[config.mk]
export PLATFORM = sky130hd
export DESIGN_NAME = bytePlaceLoad
export DESIGN_NICKNAME = d
export VERILOG_FILES = /design/src/rtl/bplPkg.sv /design/src/rtl/bplXregFile.sv /design/src/rtl/bplCtrl.sv /design/src/rtl/bplDatapath.sv /design/src/rtl/bytePlaceLoad.sv
export SDC_FILE = /design/constraint.sdc
export NUM_CORES = 1
export LEC_CHECK = 0
export BUFFER_PORTS_ARGS = -buffer_cell sky130_fd_sc_hd__buf_2
export CELL_PAD_IN_SITES_DETAIL_PLACEMENT = 1
export CELL_PAD_IN_SITES_GLOBAL_PLACEMENT = 1
export CORE_UTILIZATION = 46
export CTS_BUF_LIST = sky130_fd_sc_hd__clkbuf_2
export DETAILED_ROUTE_END_ITERATION = 8
export GPL_ROUTABILITY_DRIVEN = 0
export PLACE_DENSITY_LB_ADDON = 0.08
export SLEW_MARGIN = 10
export SYNTH_ARGS = -nofsm -noshare
export SYNTH_HDL_FRONTEND = slang
export SYNTH_SLANG_ARGS = --single-unit
[constraint.sdc]
create_clock -name clk -period 4.26 [get_ports clk]
set_input_delay 1.278 -clock clk [delete_from_list [all_inputs] [get_ports clk]]
set_output_delay 1.278 -clock clk [all_outputs]
set_load 0.01 [all_outputs]
[src/rtl/bplPkg.sv]
`timescale 1ns/1ps
package bplPkg;
  localparam int BYTE_W   = 8;
  localparam int LANES    = 4;
  localparam int DATA_W   = BYTE_W * LANES;
  localparam int HALF_W   = 2 * BYTE_W;
  localparam int HALVES   = DATA_W / HALF_W;
  localparam int INSTR_W  = 32;
  localparam int DISP_W   = 8;
  localparam int MODE_W   = 3;
  // field positions the decoder depends on
  localparam int DEST_LSB = 6;
  localparam int DISP_LSB = 10;
  localparam int MODE_LSB = 18;
  localparam int BASE_LSB = 21;

  typedef enum logic [MODE_W-1:0] {
    PLACE_LANE0  = 3'd0,
    PLACE_LANE1  = 3'd1,
    PLACE_LANE2  = 3'd2,
    PLACE_LANE3  = 3'd3,
    PLACE_HALFLO = 3'd4,
    PLACE_HALFHI = 3'd5,
    PLACE_HALFSX = 3'd6,
    PLACE_REPL   = 3'd7
  } placeMode_t;

  typedef enum logic [1:0] {
    ST_IDLE = 2'd0,
    ST_REQ  = 2'd1,
    ST_WAIT = 2'd2
  } ctrlState_t;

  typedef struct packed {
    logic capture;
    logic commit;
  } ctrlStrobe_t;
endpackage

[src/rtl/bplXregFile.sv]
`timescale 1ns/1ps
module bplXregFile
  import bplPkg::*;
#(
  parameter int XREG_NUM = 16,
  localparam int XIDX_W  = $clog2(XREG_NUM)
) (
  input  logic              clk,
  input  logic              rstN,
  input  logic              wrEn,
  input  logic [XIDX_W-1:0] wrIdx,
  input  logic [DATA_W-1:0] wrData,
  input  logic [XIDX_W-1:0] rdIdxA,
  output logic [DATA_W-1:0] rdDataA,
  input  logic [XIDX_W-1:0] rdIdxB,
  output logic [DATA_W-1:0] rdDataB
);
  logic [XREG_NUM-1:0][DATA_W-1:0] slotVal;

  for (genvar i = 0; i < XREG_NUM; i++) begin : gSlot
    if (i == 0) begin : gZero
      assign slotVal[i] = '0;
    end else begin : gReg
      logic [DATA_W-1:0] slotQ;
      always_ff @(posedge clk or negedge rstN) begin
        if (!rstN) begin
          slotQ <= '0;
        end else if (wrEn && (wrIdx == XIDX_W'(i))) begin
          slotQ <= wrData;
        end
      end
      assign slotVal[i] = slotQ;
    end
  end

  assign rdDataA = slotVal[rdIdxA];
  assign rdDataB = slotVal[rdIdxB];


  write_lands_chk: assert property (@(posedge clk) disable iff (!rstN)
    (wrEn && wrIdx != '0) |=> slotVal[$past(wrIdx)] == $past(wrData));
endmodule

[src/rtl/bplCtrl.sv]
`timescale 1ns/1ps
module bplCtrl
  import bplPkg::*;
(
  input  logic        clk,
  input  logic        rstN,
  input  logic        start,
  input  logic        memReqReady,
  input  logic        memRspValid,
  output logic        memReqValid,
  output logic        busy,
  output logic        done,
  output ctrlStrobe_t strobe
);
  ctrlState_t stateQ, stateD;

  always_comb begin
    stateD = stateQ;
    unique case (stateQ)
      ST_IDLE: if (start)       stateD = ST_REQ;
      ST_REQ:  if (memReqReady) stateD = ST_WAIT;
      ST_WAIT: if (memRspValid) stateD = ST_IDLE;
      default:                  stateD = ST_IDLE;
    endcase
  end

  always_ff @(posedge clk or negedge rstN) begin
    if (!rstN) stateQ <= ST_IDLE;
    else       stateQ <= stateD;
  end

  assign strobe.capture = (stateQ == ST_IDLE) && start;
  assign strobe.commit  = (stateQ == ST_WAIT) && memRspValid;
  assign memReqValid    = (stateQ == ST_REQ);
  assign busy           = (stateQ != ST_IDLE);
  assign done           = strobe.commit;


  done_pulse_chk: assert property (@(posedge clk) disable iff (!rstN)
    done |=> !done);
endmodule

[src/rtl/bplDatapath.sv]
`timescale 1ns/1ps
module bplDatapath
  import bplPkg::*;
#(
  parameter int ADDR_W   = 32,
  parameter int XREG_NUM = 16,
  parameter int GPR_NUM  = 32,
  localparam int XIDX_W  = $clog2(XREG_NUM),
  localparam int GIDX_W  = $clog2(GPR_NUM)
) (
  input  logic               clk,
  input  logic               rstN,
  input  ctrlStrobe_t        strobe,
  input  logic [INSTR_W-1:0] instr,
  output logic [GIDX_W-1:0]  gprIdx,
  input  logic [ADDR_W-1:0]  gprData,
  output logic [ADDR_W-1:0]  memReqAddr,
  input  logic [BYTE_W-1:0]  memRspData,
  input  logic [XIDX_W-1:0]  dbgIdx,
  output logic [DATA_W-1:0]  dbgData
);
  logic [XIDX_W-1:0] destIdx, destQ;
  logic [DISP_W-1:0] dispRaw;
  placeMode_t        modeIn, modeQ;
  logic [ADDR_W-1:0] effAddr, addrQ;
  logic [DATA_W-1:0] oldVal, placed;
  logic [HALF_W-1:0] halfPat;

  assign destIdx = instr[DEST_LSB +: XIDX_W];
  assign dispRaw = instr[DISP_LSB +: DISP_W];
  assign modeIn  = placeMode_t'(instr[MODE_LSB +: MODE_W]);
  assign gprIdx  = instr[BASE_LSB +: GIDX_W];
  assign effAddr = gprData + {{(ADDR_W-DISP_W){dispRaw[DISP_W-1]}}, dispRaw};

  always_ff @(posedge clk or negedge rstN) begin
    if (!rstN) begin
      addrQ <= '0;
      destQ <= '0;
      modeQ <= PLACE_LANE0;
    end else if (strobe.capture) begin
      addrQ <= effAddr;
      destQ <= destIdx;
      modeQ <= modeIn;
    end
  end

  assign memReqAddr = addrQ;

  always_comb begin
    unique case (modeQ)
      PLACE_HALFLO: halfPat = {{BYTE_W{1'b0}}, memRspData};
      PLACE_HALFHI: halfPat = {memRspData, {BYTE_W{1'b0}}};
      PLACE_HALFSX: halfPat = {{BYTE_W{memRspData[BYTE_W-1]}}, memRspData};
      default:      halfPat = {memRspData, memRspData};
    endcase
  end

  always_comb begin
    placed = oldVal;
    if (!modeQ[2]) begin
      placed[modeQ[1:0]*BYTE_W +: BYTE_W] = memRspData;
    end else begin
      placed = {HALVES{halfPat}};
    end
  end

  bplXregFile #(.XREG_NUM(XREG_NUM)) uRegs (
    .clk    (clk),
    .rstN   (rstN),
    .wrEn   (strobe.commit),
    .wrIdx  (destQ),
    .wrData (placed),
    .rdIdxA (destQ),
    .rdDataA(oldVal),
    .rdIdxB (dbgIdx),
    .rdDataB(dbgData)
  );
endmodule

[src/rtl/bytePlaceLoad.sv]
`timescale 1ns/1ps
module bytePlaceLoad
  import bplPkg::*;
#(
  parameter int ADDR_W   = 32,
  parameter int XREG_NUM = 16,
  parameter int GPR_NUM  = 32,
  localparam int XIDX_W  = $clog2(XREG_NUM),
  localparam int GIDX_W  = $clog2(GPR_NUM)
) (
  input  logic               clk,
  input  logic               rstN,
  input  logic               start,
  input  logic [INSTR_W-1:0] instr,
  output logic [GIDX_W-1:0]  gprIdx,
  input  logic [ADDR_W-1:0]  gprData,
  output logic               memReqValid,
  input  logic               memReqReady,
  output logic [ADDR_W-1:0]  memReqAddr,
  input  logic               memRspValid,
  input  logic [BYTE_W-1:0]  memRspData,
  output logic               busy,
  output logic               done,
  input  logic [XIDX_W-1:0]  dbgIdx,
  output logic [DATA_W-1:0]  dbgData
);
  ctrlStrobe_t strobe;

  bplCtrl uCtrl (
    .clk        (clk),
    .rstN       (rstN),
    .start      (start),
    .memReqReady(memReqReady),
    .memRspValid(memRspValid),
    .memReqValid(memReqValid),
    .busy       (busy),
    .done       (done),
    .strobe     (strobe)
  );

  bplDatapath #(.ADDR_W(ADDR_W), .XREG_NUM(XREG_NUM), .GPR_NUM(GPR_NUM)) uPath (
    .clk        (clk),
    .rstN       (rstN),
    .strobe     (strobe),
    .instr      (instr),
    .gprIdx     (gprIdx),
    .gprData    (gprData),
    .memReqAddr (memReqAddr),
    .memRspData (memRspData),
    .dbgIdx     (dbgIdx),
    .dbgData    (dbgData)
  );


  addr_hold_chk: assert property (@(posedge clk) disable iff (!rstN)
    (memReqValid && !memReqReady) |=> (memReqValid && $stable(memReqAddr)));


  busy_entry_chk: assert property (@(posedge clk) disable iff (!rstN)
    $rose(busy) |-> $past(start));


  busy_start_ignored_chk: assert property (@(posedge clk) disable iff (!rstN)
    (busy && start) |=> $stable(memReqAddr));


  done_in_flight_chk: assert property (@(posedge clk) disable iff (!rstN)
    done |-> (busy && !memReqValid));
endmodule

==> results of run 1 <==
-- final cells by class --
| type | count | area, sq um | area share [%] |
|---|---|---|---|
| diodes | 3 | 7.51 | 0.0234 |
| clock buffers | 213 | 1070 | 3.32 |
| clock inverters | 28 | 134 | 0.417 |
| inverters | 18 | 67.6 | 0.210 |
| multi-input cells | 1854 | 14400 | 45.0 |
| flip-flops and latches | 521 | 13100 | 40.6 |
| well taps | 782 | 978 | 3.05 |
| repair buffers | 287 | 2370 | 7.37 |
-- routing by layer --
metal  share of wire, %  vias up  track usage, %
met1                 43    11700            41.2
met4                3.4        2            13.1
li1                   -    10000               -
met5              0.014        -               0
met2                 49      635            50.7
met3                5.0      213            5.14
-- power by group --
group          switching [W]  internal [W]
Clock                0.00219       0.00137
Combinational        0.00363       0.00289
Sequential           0.00129       0.00614
-- metrics by stage --
stage               TNS (ns)  setup WS, ns
floorplan              -2.59        -0.118
global placement      -0.319       -0.0431
detailed placement    -0.499       -0.0510
CTS                   -0.502       -0.0708
global route         -0.0752       -0.0245
finish                     0        0.0184
-- sequential cells by signal, summed over array words and instances (netlist names) --
name,cells
uPath.modeQ,3
uPath.uRegs.gSlot.gReg.slotQ,480
uCtrl.stateQ,2
uPath.destQ,4
uPath.memReqAddr,32
-- worst max-delay path, stage by stage --
cell	delay (ns)
buf_6	0.20
buf_12	0.21
mux2_2	0.35
a22o_1	0.20
mux4_2	0.55
buf_6	0.16
-- cells in the final DEF, fill, tap and decap left out, types with 4 or more instances in the layout --
cell type / n
and2b_1: 9
dfrtp_1: 517
inv_1: 15
ha_1: 36
o21ai_1: 19
clkbuf_2: 213
nand2b_1: 6
nor2b_1: 6
nand2_1: 612
o31ai_1: 4
o21ai_0: 500
xor2_1: 12
a31oi_1: 6
buf_6: 19
mux2_2: 65
a21oi_2: 14
a21oi_1: 76
a21o_1: 6
a211oi_1: 5
o21bai_1: 4
buf_2: 110
nand3_1: 11
xnor2_1: 14
a22o_1: 64
o21ai_2: 10
nand2_2: 12
nor2_1: 26
nand4_1: 8
and2_1: 5
nand3_4: 4
mux4_2: 256
o21a_1: 8
buf_4: 124
a22oi_1: 7
buf_12: 31
clkinv_1: 25
o211ai_1: 5
nor3_1: 8
-- cells by family (layout without fill, tap and decap cells) --
| kind of cell | count (synthesis) | in the layout | share of synthesized area (%) |
|---|---|---|---|
| AOI/OAI and AO/OA | 744 | 744 | 14.8 |
| adders and majority gates | 37 | 37 | 1.65 |
| buffers and inverters | 253 | 546 | 3.87 |
| DFF | 521 | 521 | 45.8 |
| muxes | 323 | 323 | 22.9 |
| other | 0 | 3 | 0 |
| and+or+nand+nor | 724 | 724 | 10.2 |
| xor gates and xnor gates | 26 | 26 | 0.800 |
-- final timing paths --
kind / endpoint / slack (ns) / cells after the start
max reg2reg: uPath.uRegs.gSlot[12].gReg.slotQ[9] / 0.66 / 7
max in group asynchronous: uPath.destQ[2] / 2.52 / 3
min reg2reg: uPath.memReqAddr[6] / 0.49 / 2
max: dbgData[21] / 0.02 / 6
min: uPath.destQ[1] / 0.19 / 3
min in group asynchronous: uPath.uRegs.gSlot[2].gReg.slotQ[19] / 0.65 / 2
-- timing repair --
action | in CTS | in global routing
hold endpoints to repair | 72 | 0
hold buffers | 1 | 0
setup endpoints to repair | 26 | 4
pin swaps | 0 | 0
setup buffers | 40 | 4
resized for setup | 18 | 1
==> impl_metrics.yaml, run 1 <==
run_status:
  outcome: "completed"
cells_and_area:
  syn_to_final_growth_pct: 12.7
  fin_util_pct: 52.8
  drive_gt1_share_pct: 30.1
  fin_nets: 2946
  design_area_sq_mm: 0.0321
  final_cell_count_no_fill: 3706
  fillerInstances: 6666
job:
  cap_violations: 0
synthesis:
  yosysSeqAreaShare_pct: 45.8
  synth_edf_count: 0
  ys_types: 63
  syn_area_per_cell_sq_um: 10.8
  synthFlopType: "dfrtp_1"
  yosys.area.top_type_share_pct: 45.8
  ys_ff_latch: 521
  ys_top_cells_by_area: "dfrtp_1 46%, mux4_2 20%, o21ai_0 8.8%"
  netlist_area_sq_mm: 0.0285
  syn_inst: 2628
  yosysWarnings: 0
  synth.most_common_cell: "nand2_1"
  yosysTopAreaCell: "dfrtp_1"
  ys_async_sr_fraction_pct: 100
  syn_nets: 2746
  yosys-top-cells-count: "624 x nand2_1, 521 x dfrtp_1, 500 x o21ai_0, 256 x mux4_2, 146 x clkbuf_1"
die:
  start_util_pct: 46.8
  die_area_sq_mm: 0.0629
  rows: 90
  core_area_sq_mm: 0.0608
  ios: 153
  die_h_microns: 251
  dieWidth_microns: 251
power_and_ir_drop:
  cellLeakagePower_nw: 14.1
  peakVddDrop_mv: 0.503
  total_power_w: 0.0175
  p_per_area_mw_per_mm2: 546
clock_tree:
  cts_root_buf: "clkbuf_2"
  cts_num_sinks: 521
  clkSlewWorstSetupHoldPaths_ns: 0.09
  numCtsBuffers: 146
  insertion_delay_ns: 1.31
  cts.htree.levels: 4
  cts_buffer_depth: 3
  tritoncts: "built"
timing:
  worst_pin_slew_ns: 1.08
  worst_hold_slack_ns: 0.190
  relSlewSlack_pct: 27.8
  timing.fmax_mhz: 236
  rsz0062_at_grt: "true"
  period_needed_ns: 4.24
  period_share_pct: 99.6
  hold_viol_final: 0
  fin_skew_ns: 0.0865
  slew_viol_final: 0
  setup_violations: 0
critical_path:
  arrival_ns: 2.96
  path_max_fanout: 14
  crit_required_ns: 2.98
  critPathLaunch: "dbgIdx[1]"
  critPathKind: "in -> out"
  rr_startpoint: "uPath.destQ[1]"
  start_kind: "input port"
  end_kind: "output pin"
placed_design:
  dp.final_hpwl_microns: 60300
  dp_cells: 3417
  io_buffers: 130
  dpl-instance-area_sq_mm: 0.0304
route:
  drtIter0Drc: 1578
  drt_pass1_iterations: 5
  routedWlPerCell_microns: 25.6
  routed-via-count: 22600
  drt-total-wl_microns: 94800
  antenna_left: 0
  vias_per_cell: 6.09
  drc_errors: 0
global_route:
  grt.overflow.total: 0
  grt_use_total_pct: 31.0
  grt_pass1_vias: 24400
  grt_pass1_wl_microns: 147000
  grt_max_degree: 86
  antenna_found_initial: 3
worst_hold_path:
  hp-class: "in -> reg"
  hold_path_startpoint: "instr[7]"
(Power assumes the default switching activity.)
==> inputs of run 2 (changes only) <==
- CORE_UTILIZATION: 46 -> 55
- RECOVER_POWER: default -> 50
- clock period: 4.26 -> 5.1 ns (I/O delays scaled with it)
==> run 2 against run 1 <==
The flow now finishes with violations (max-capacitance violations, max-slew violations); via count grew 2.6%; worst setup slack improved by 0.11 ns; combinational power decreased by 19%; first-iteration DRC count up 15%; clock power is 7.9% lower; clock skew is 0.0059 ns lower; sequential share of layout area rose by 1.2 points; power is 16% lower; final area down 2.9%; die area is 16% lower; critical path type unchanged; highest routed layer unchanged.
==> impl_metrics.yaml, run 2 (same netlist as run 1, synthesis figures left out) <==
route:
  drt-total-wl_microns: 93800
  antenna_left: 0
  routed-via-count: 23200
  drtIter0Drc: 1815
  routedWlPerCell_microns: 26.7
  drc_errors: 0
  vias_per_cell: 6.58
  drt_pass1_iterations: 5
die:
  rows: 83
  die_h_microns: 230
  core_area_sq_mm: 0.0512
  ios: 153
  start_util_pct: 55.6
  die_area_sq_mm: 0.0527
  dieWidth_microns: 230
critical_path:
  slowest_stage: "mux4_2"
  path_max_fanout: 26
  crit_required_ns: 3.57
  cp.depth: 5
  slowest_delay_ns: 0.56
  cp_num_buf_inv: 3
  arrival_ns: 3.44
  cpMostUsedCell: "mux4_2"
  end_kind: "output pin"
  start_kind: "input port"
  cp_top_family: "multiplexers"
  r2r_cells: 7
  critPathKind: "in -> out"
  path_cells: "clkbuf_8 > buf_12 > mux4_2 > mux4_2 > buf_2"
clock_tree:
  ctsResizeCount: 0
  numCtsBuffers: 141
  insertion_delay_ns: 1.40
  clkSlewWorstSetupHoldPaths_ns: 0.10
  post_cts_buffers: 0
  cts_buffer_depth: 3
  tritoncts: "built"
  cts_num_sinks: 521
  cts.htree.levels: 4
  cts_root_buf: "clkbuf_2"
  ctsHoldBuffers: 0
timing:
  relSlewSlack_pct: -137
  slew_viol_final: 182
  rsz0062_at_grt: "false"
  setup_violations: 0
  fin_skew_ns: 0.0807
  worst_pin_slew_ns: 3.56
  worst_hold_slack_ns: 0.354
  timing.fmax_mhz: 201
  fin_tns_setup_ns: 0
  period_share_pct: 97.5
  period_needed_ns: 4.97
  hold_viol_final: 0
run_status:
  violations: "max-capacitance violations, max-slew violations"
  outcome: "complete, but fails checks"
global_route:
  grt_max_degree: 124
  grt_use_total_pct: 36.7
  grt_pass1_wl_microns: 146000
  grt.overflow.total: 0
  antenna_found_initial: 3
  grt_pass1_vias: 25100
cells_and_area:
  fin_nets: 2858
  drive_gt1_share_pct: 27.6
  mostFrequentLayoutCells: "613 x nand2_1, 517 x dfrtp_1, 500 x o21ai_0, 256 x mux4_2, 205 x clkbuf_2"
  top_register: "uPath.uRegs.gSlot.gReg.slotQ"
  layout_commonest_cell: "nand2_1"
  fillerInstances: 5518
  syn_to_final_growth_pct: 9.46
  largest_reg_flops: 480
placed_design:
  dp.final_hpwl_microns: 59000
  io_buffers: 130
power_and_ir_drop:
  peakVddDrop_mv: 0.264
  p_per_area_mw_per_mm2: 474
  cellLeakagePower_nw: 13.6
worst_hold_path:
  hp-class: "in -> reg"
  holdPathStages: 3
job:
  cap_violations: 2
[run 2: cell types whose count changed in the layout (fill, tap and decap cells not counted), sizes merged]
cell / before / now
buf: 285 / 193
bufinv: 1 / 7
diode: 3 / 5
clkinv: 27 / 26
clkinvlp: 0 / 1
dlygate4sd3: 1 / 0
inv: 18 / 19
[run 2: layout make-up]
| cell class | instances | area, sq um | area share [%] |
|---|---|---|---|
| Multi-Input combinational cell | 1854 | 14400 | 46.3 |
| Timing Repair Buffer | 204 | 1430 | 4.58 |
| Clock inverter | 35 | 319 | 1.02 |
| Antenna cell | 5 | 12.5 | 0.0401 |
| Tap cell | 680 | 851 | 2.73 |
| Clock buffer | 203 | 1020 | 3.26 |
| Sequential cell | 521 | 13000 | 41.9 |
| Inverter | 18 | 67.6 | 0.217 |
[run 2: worst paths after layout]
check,from,to,slack [ns]
min,instr[20],uPath.modeQ[2],0.35
max in group asynchronous,rstN,uPath.destQ[1],1.07
max,dbgIdx[0],dbgData[25],0.13
min in group asynchronous,rstN,uPath.uRegs.gSlot[6].gReg.slotQ[10],1.30
min reg2reg,uPath.memReqAddr[13],uPath.memReqAddr[13],0.50
max reg2reg,uPath.destQ[0],uPath.uRegs.gSlot[13].gReg.slotQ[10],1.27
[run 2: power breakdown]
part | leakage, nW | switching [W] | total [W] | internal [W]
Combinational | 5.40 | 0.00305 | 0.00528 | 0.00224
Sequential | 7.16 | 0.00109 | 0.00622 | 0.00513
Clock | 0.995 | 0.00187 | 0.00328 | 0.00141
Total | 13.6 | 0.00601 | 0.0148 | 0.00877
[run 2: worst register-to-register path: stages (launching register included)]
cell     delay [ns]
dfrtp_4        1.08
nor2b_4        0.44
a22o_1         0.35
mux4_2         0.52
nand2_1        0.10
a21oi_1        0.07
nor2b_1        0.85
o21ai_0        0.28
[run 2: through the flow]
stage	power, W	instances	instance area, sq um	setup WS (ns)	utilization [%]
2_1_floorplan	0.00955	2628	28500	0.154	-
4_1_cts	0.0148	3515	31200	0.153	61.0
3_3_place_gp	0.0111	3277	29900	0.177	58.4
6_report	0.0148	3520	31200	0.127	60.9
5_1_grt	0.0156	3520	31200	0.0926	60.9
3_5_place_dp	0.0115	3277	29900	0.151	58.4
[run 2: routing by layer]
metal	global-route usage, %	routed length, microns	share of wire, %	vias up
met1	47.3	37200	40	12100
li1	-	-	-	9835
met2	59.7	46500	50	972
met4	18.3	3730	4.0	2
met3	7.25	6300	6.7	256
met5	0	13	0.014	-
==> inputs of run 3 (changes only) <==
- CORE_ASPECT_RATIO: default -> 1.5
==> run 3 against run 2 <==
The flow still finishes with violations (max-capacitance violations, max-slew violations); clock skew is 0.014 ns lower; sequential share of layout area up 0.18 points; combinational power is essentially flat; via count shrank 0.43%.
==> impl_metrics.yaml, run 3 (same netlist as run 1, synthesis figures left out) <==
clock_tree:
  cts_root_buf: "clkbuf_2"
  post_cts_buffers: 0
  numCtsBuffers: 135
  cts_buffer_depth: 3
  tritoncts: "built"
  ctsResizeCount: 0
  ctsHoldBuffers: 0
  cts_num_sinks: 521
  insertion_delay_ns: 1.22
  cts.htree.levels: 4
  clkSlewWorstSetupHoldPaths_ns: 0.07
route:
  drt-total-wl_microns: 92900
  routed-via-count: 23100
  drtIter0Drc: 1590
  drt_pass1_iterations: 5
  antenna_left: 0
  drc_errors: 0
  vias_per_cell: 6.60
  routedWlPerCell_microns: 26.6
worst_hold_path:
  hp-class: "reg -> reg"
global_route:
  grt_pass1_vias: 25600
  antenna_found_initial: 4
  grt_use_total_pct: 36.6
  grt.overflow.total: 0
  grt_pass1_wl_microns: 146000
  grt_max_degree: 116
die:
  ios: 153
  rows: 101
  dieWidth_microns: 188
  core_area_sq_mm: 0.0509
  start_util_pct: 55.9
  die_area_sq_mm: 0.0527
  die_h_microns: 281
power_and_ir_drop:
  switchingPower_w: 0.00583
  p_clk_share_pct: 19.9
  switching_share_pct: 40.7
  cellLeakagePower_nw: 13.5
  p_per_area_mw_per_mm2: 461
  total_power_w: 0.0143
  power_frac_seq_pct: 43.2
  power_frac_comb_pct: 36.9
  peakVddDrop_mv: 0.538
  cellInternalPower_w: 0.00848
timing:
  fin_tns_setup_ns: 0
  rsz0062_at_grt: "false"
  period_share_pct: 97.1
  worst_pin_slew_ns: 3.27
  hold_viol_final: 0
  setup_violations: 0
  relSlewSlack_pct: -118
  period_needed_ns: 4.95
  fin_skew_ns: 0.0667
  timing.fmax_mhz: 202
  slew_viol_final: 167
cells_and_area:
  regArea_sq_mm: 0.0130
  fillerInstances: 5467
  drive_gt1_share_pct: 27.3
  largest_reg_flops: 480
  multi_input_area_sq_mm: 0.0144
  top_register: "uPath.uRegs.gSlot.gReg.slotQ"
  layout_commonest_cell: "nand2_1"
  syn_to_final_growth_pct: 9.00
  fin_nets: 2858
  mostFrequentLayoutCells: "613 x nand2_1, 517 x dfrtp_1, 500 x o21ai_0, 256 x mux4_2, 185 x clkbuf_2"
placed_design:
  dp.final_hpwl_microns: 59600
  io_buffers: 130
critical_path:
  critPathKind: "in -> out"
  start_kind: "input port"
  end_kind: "output pin"
  crit_required_ns: 3.57
  arrival_ns: 3.42
  path_max_fanout: 21
job:
  cap_violations: 3
run_status:
  violations: "max-capacitance violations, max-slew violations"
  outcome: "complete, but fails checks"
run 3: changes by cell type in the layout (fill, tap and decap cells not counted), sizes merged:
cell,change
clkinv,+2
buf,+6
clkbuf,-20
inv,-1
bufinv,-4
run 3: worst paths after layout:
check,start,end,slack (ns),cells after the start
setup reg to reg,uPath.destQ[0],uPath.uRegs.gSlot[10].gReg.slotQ[1],1.26,7
hold reg to reg,uPath.memReqAddr[12],uPath.memReqAddr[12],0.48,2
setup / recovery,dbgIdx[0],dbgData[19],0.15,5
hold / removal,uPath.memReqAddr[12],uPath.memReqAddr[12],0.48,2
max in group asynchronous,rstN,uPath.uRegs.gSlot[2].gReg.slotQ[6],1.00,2
min in group asynchronous,rstN,uPath.uRegs.gSlot[7].gReg.slotQ[4],1.34,1
run 3: cell type report:
type                            instances  share of cell area (%)
Timing Repair Buffer                  210                    4.91
Multi-Input combinational cell       1854                    46.5
Clock buffer                          183                    2.95
Sequential cell                       521                    42.0
Tap cell                              669                    2.70
Antenna cell                            5                  0.0403
Inverter                               18                   0.218
Clock inverter                         32                   0.665
run 3: critical path, stage by stage:
cell      delay, ns
clkbuf_8       0.32
buf_4          0.31
mux4_2         0.53
mux4_2         0.54
buf_2          0.17
run 3: power by group through the flow:
stage          clock network, W  registers [W]  logic, W
2_1_floorplan                 0        0.00576   0.00380
3_3_place_gp                  0        0.00609   0.00502
3_5_place_dp                  0        0.00623   0.00527
4_1_cts                 0.00292        0.00615   0.00529
5_1_grt                 0.00309        0.00631   0.00572
6_report                0.00285        0.00618   0.00528
run 3: metal layers:
metal	up-vias	share of wire, %	wire, microns	GRT usage [%]
met2	894	51	47400	62.6
met1	12000	37	34500	43.4
li1	9831	-	-	-
met4	4	5.3	4920	20.6
met5	-	0.025	23	0
met3	313	6.4	5950	6.94
run 3: stage by stage:
stage	instance area [sq um]	utilization, %	hold WS, ns	std cells	worst slack (ns)
after CTS	31100	61.0	0.429	3487	0.146
after global placement	30000	58.8	0.459	3272	0.188
after floorplan	28500	-	0.460	2628	0.154
after detailed placement	30000	58.8	0.470	3272	0.149
final	31000	61.0	0.484	3492	0.146
after global routing	31000	60.9	0.483	3489	0.108
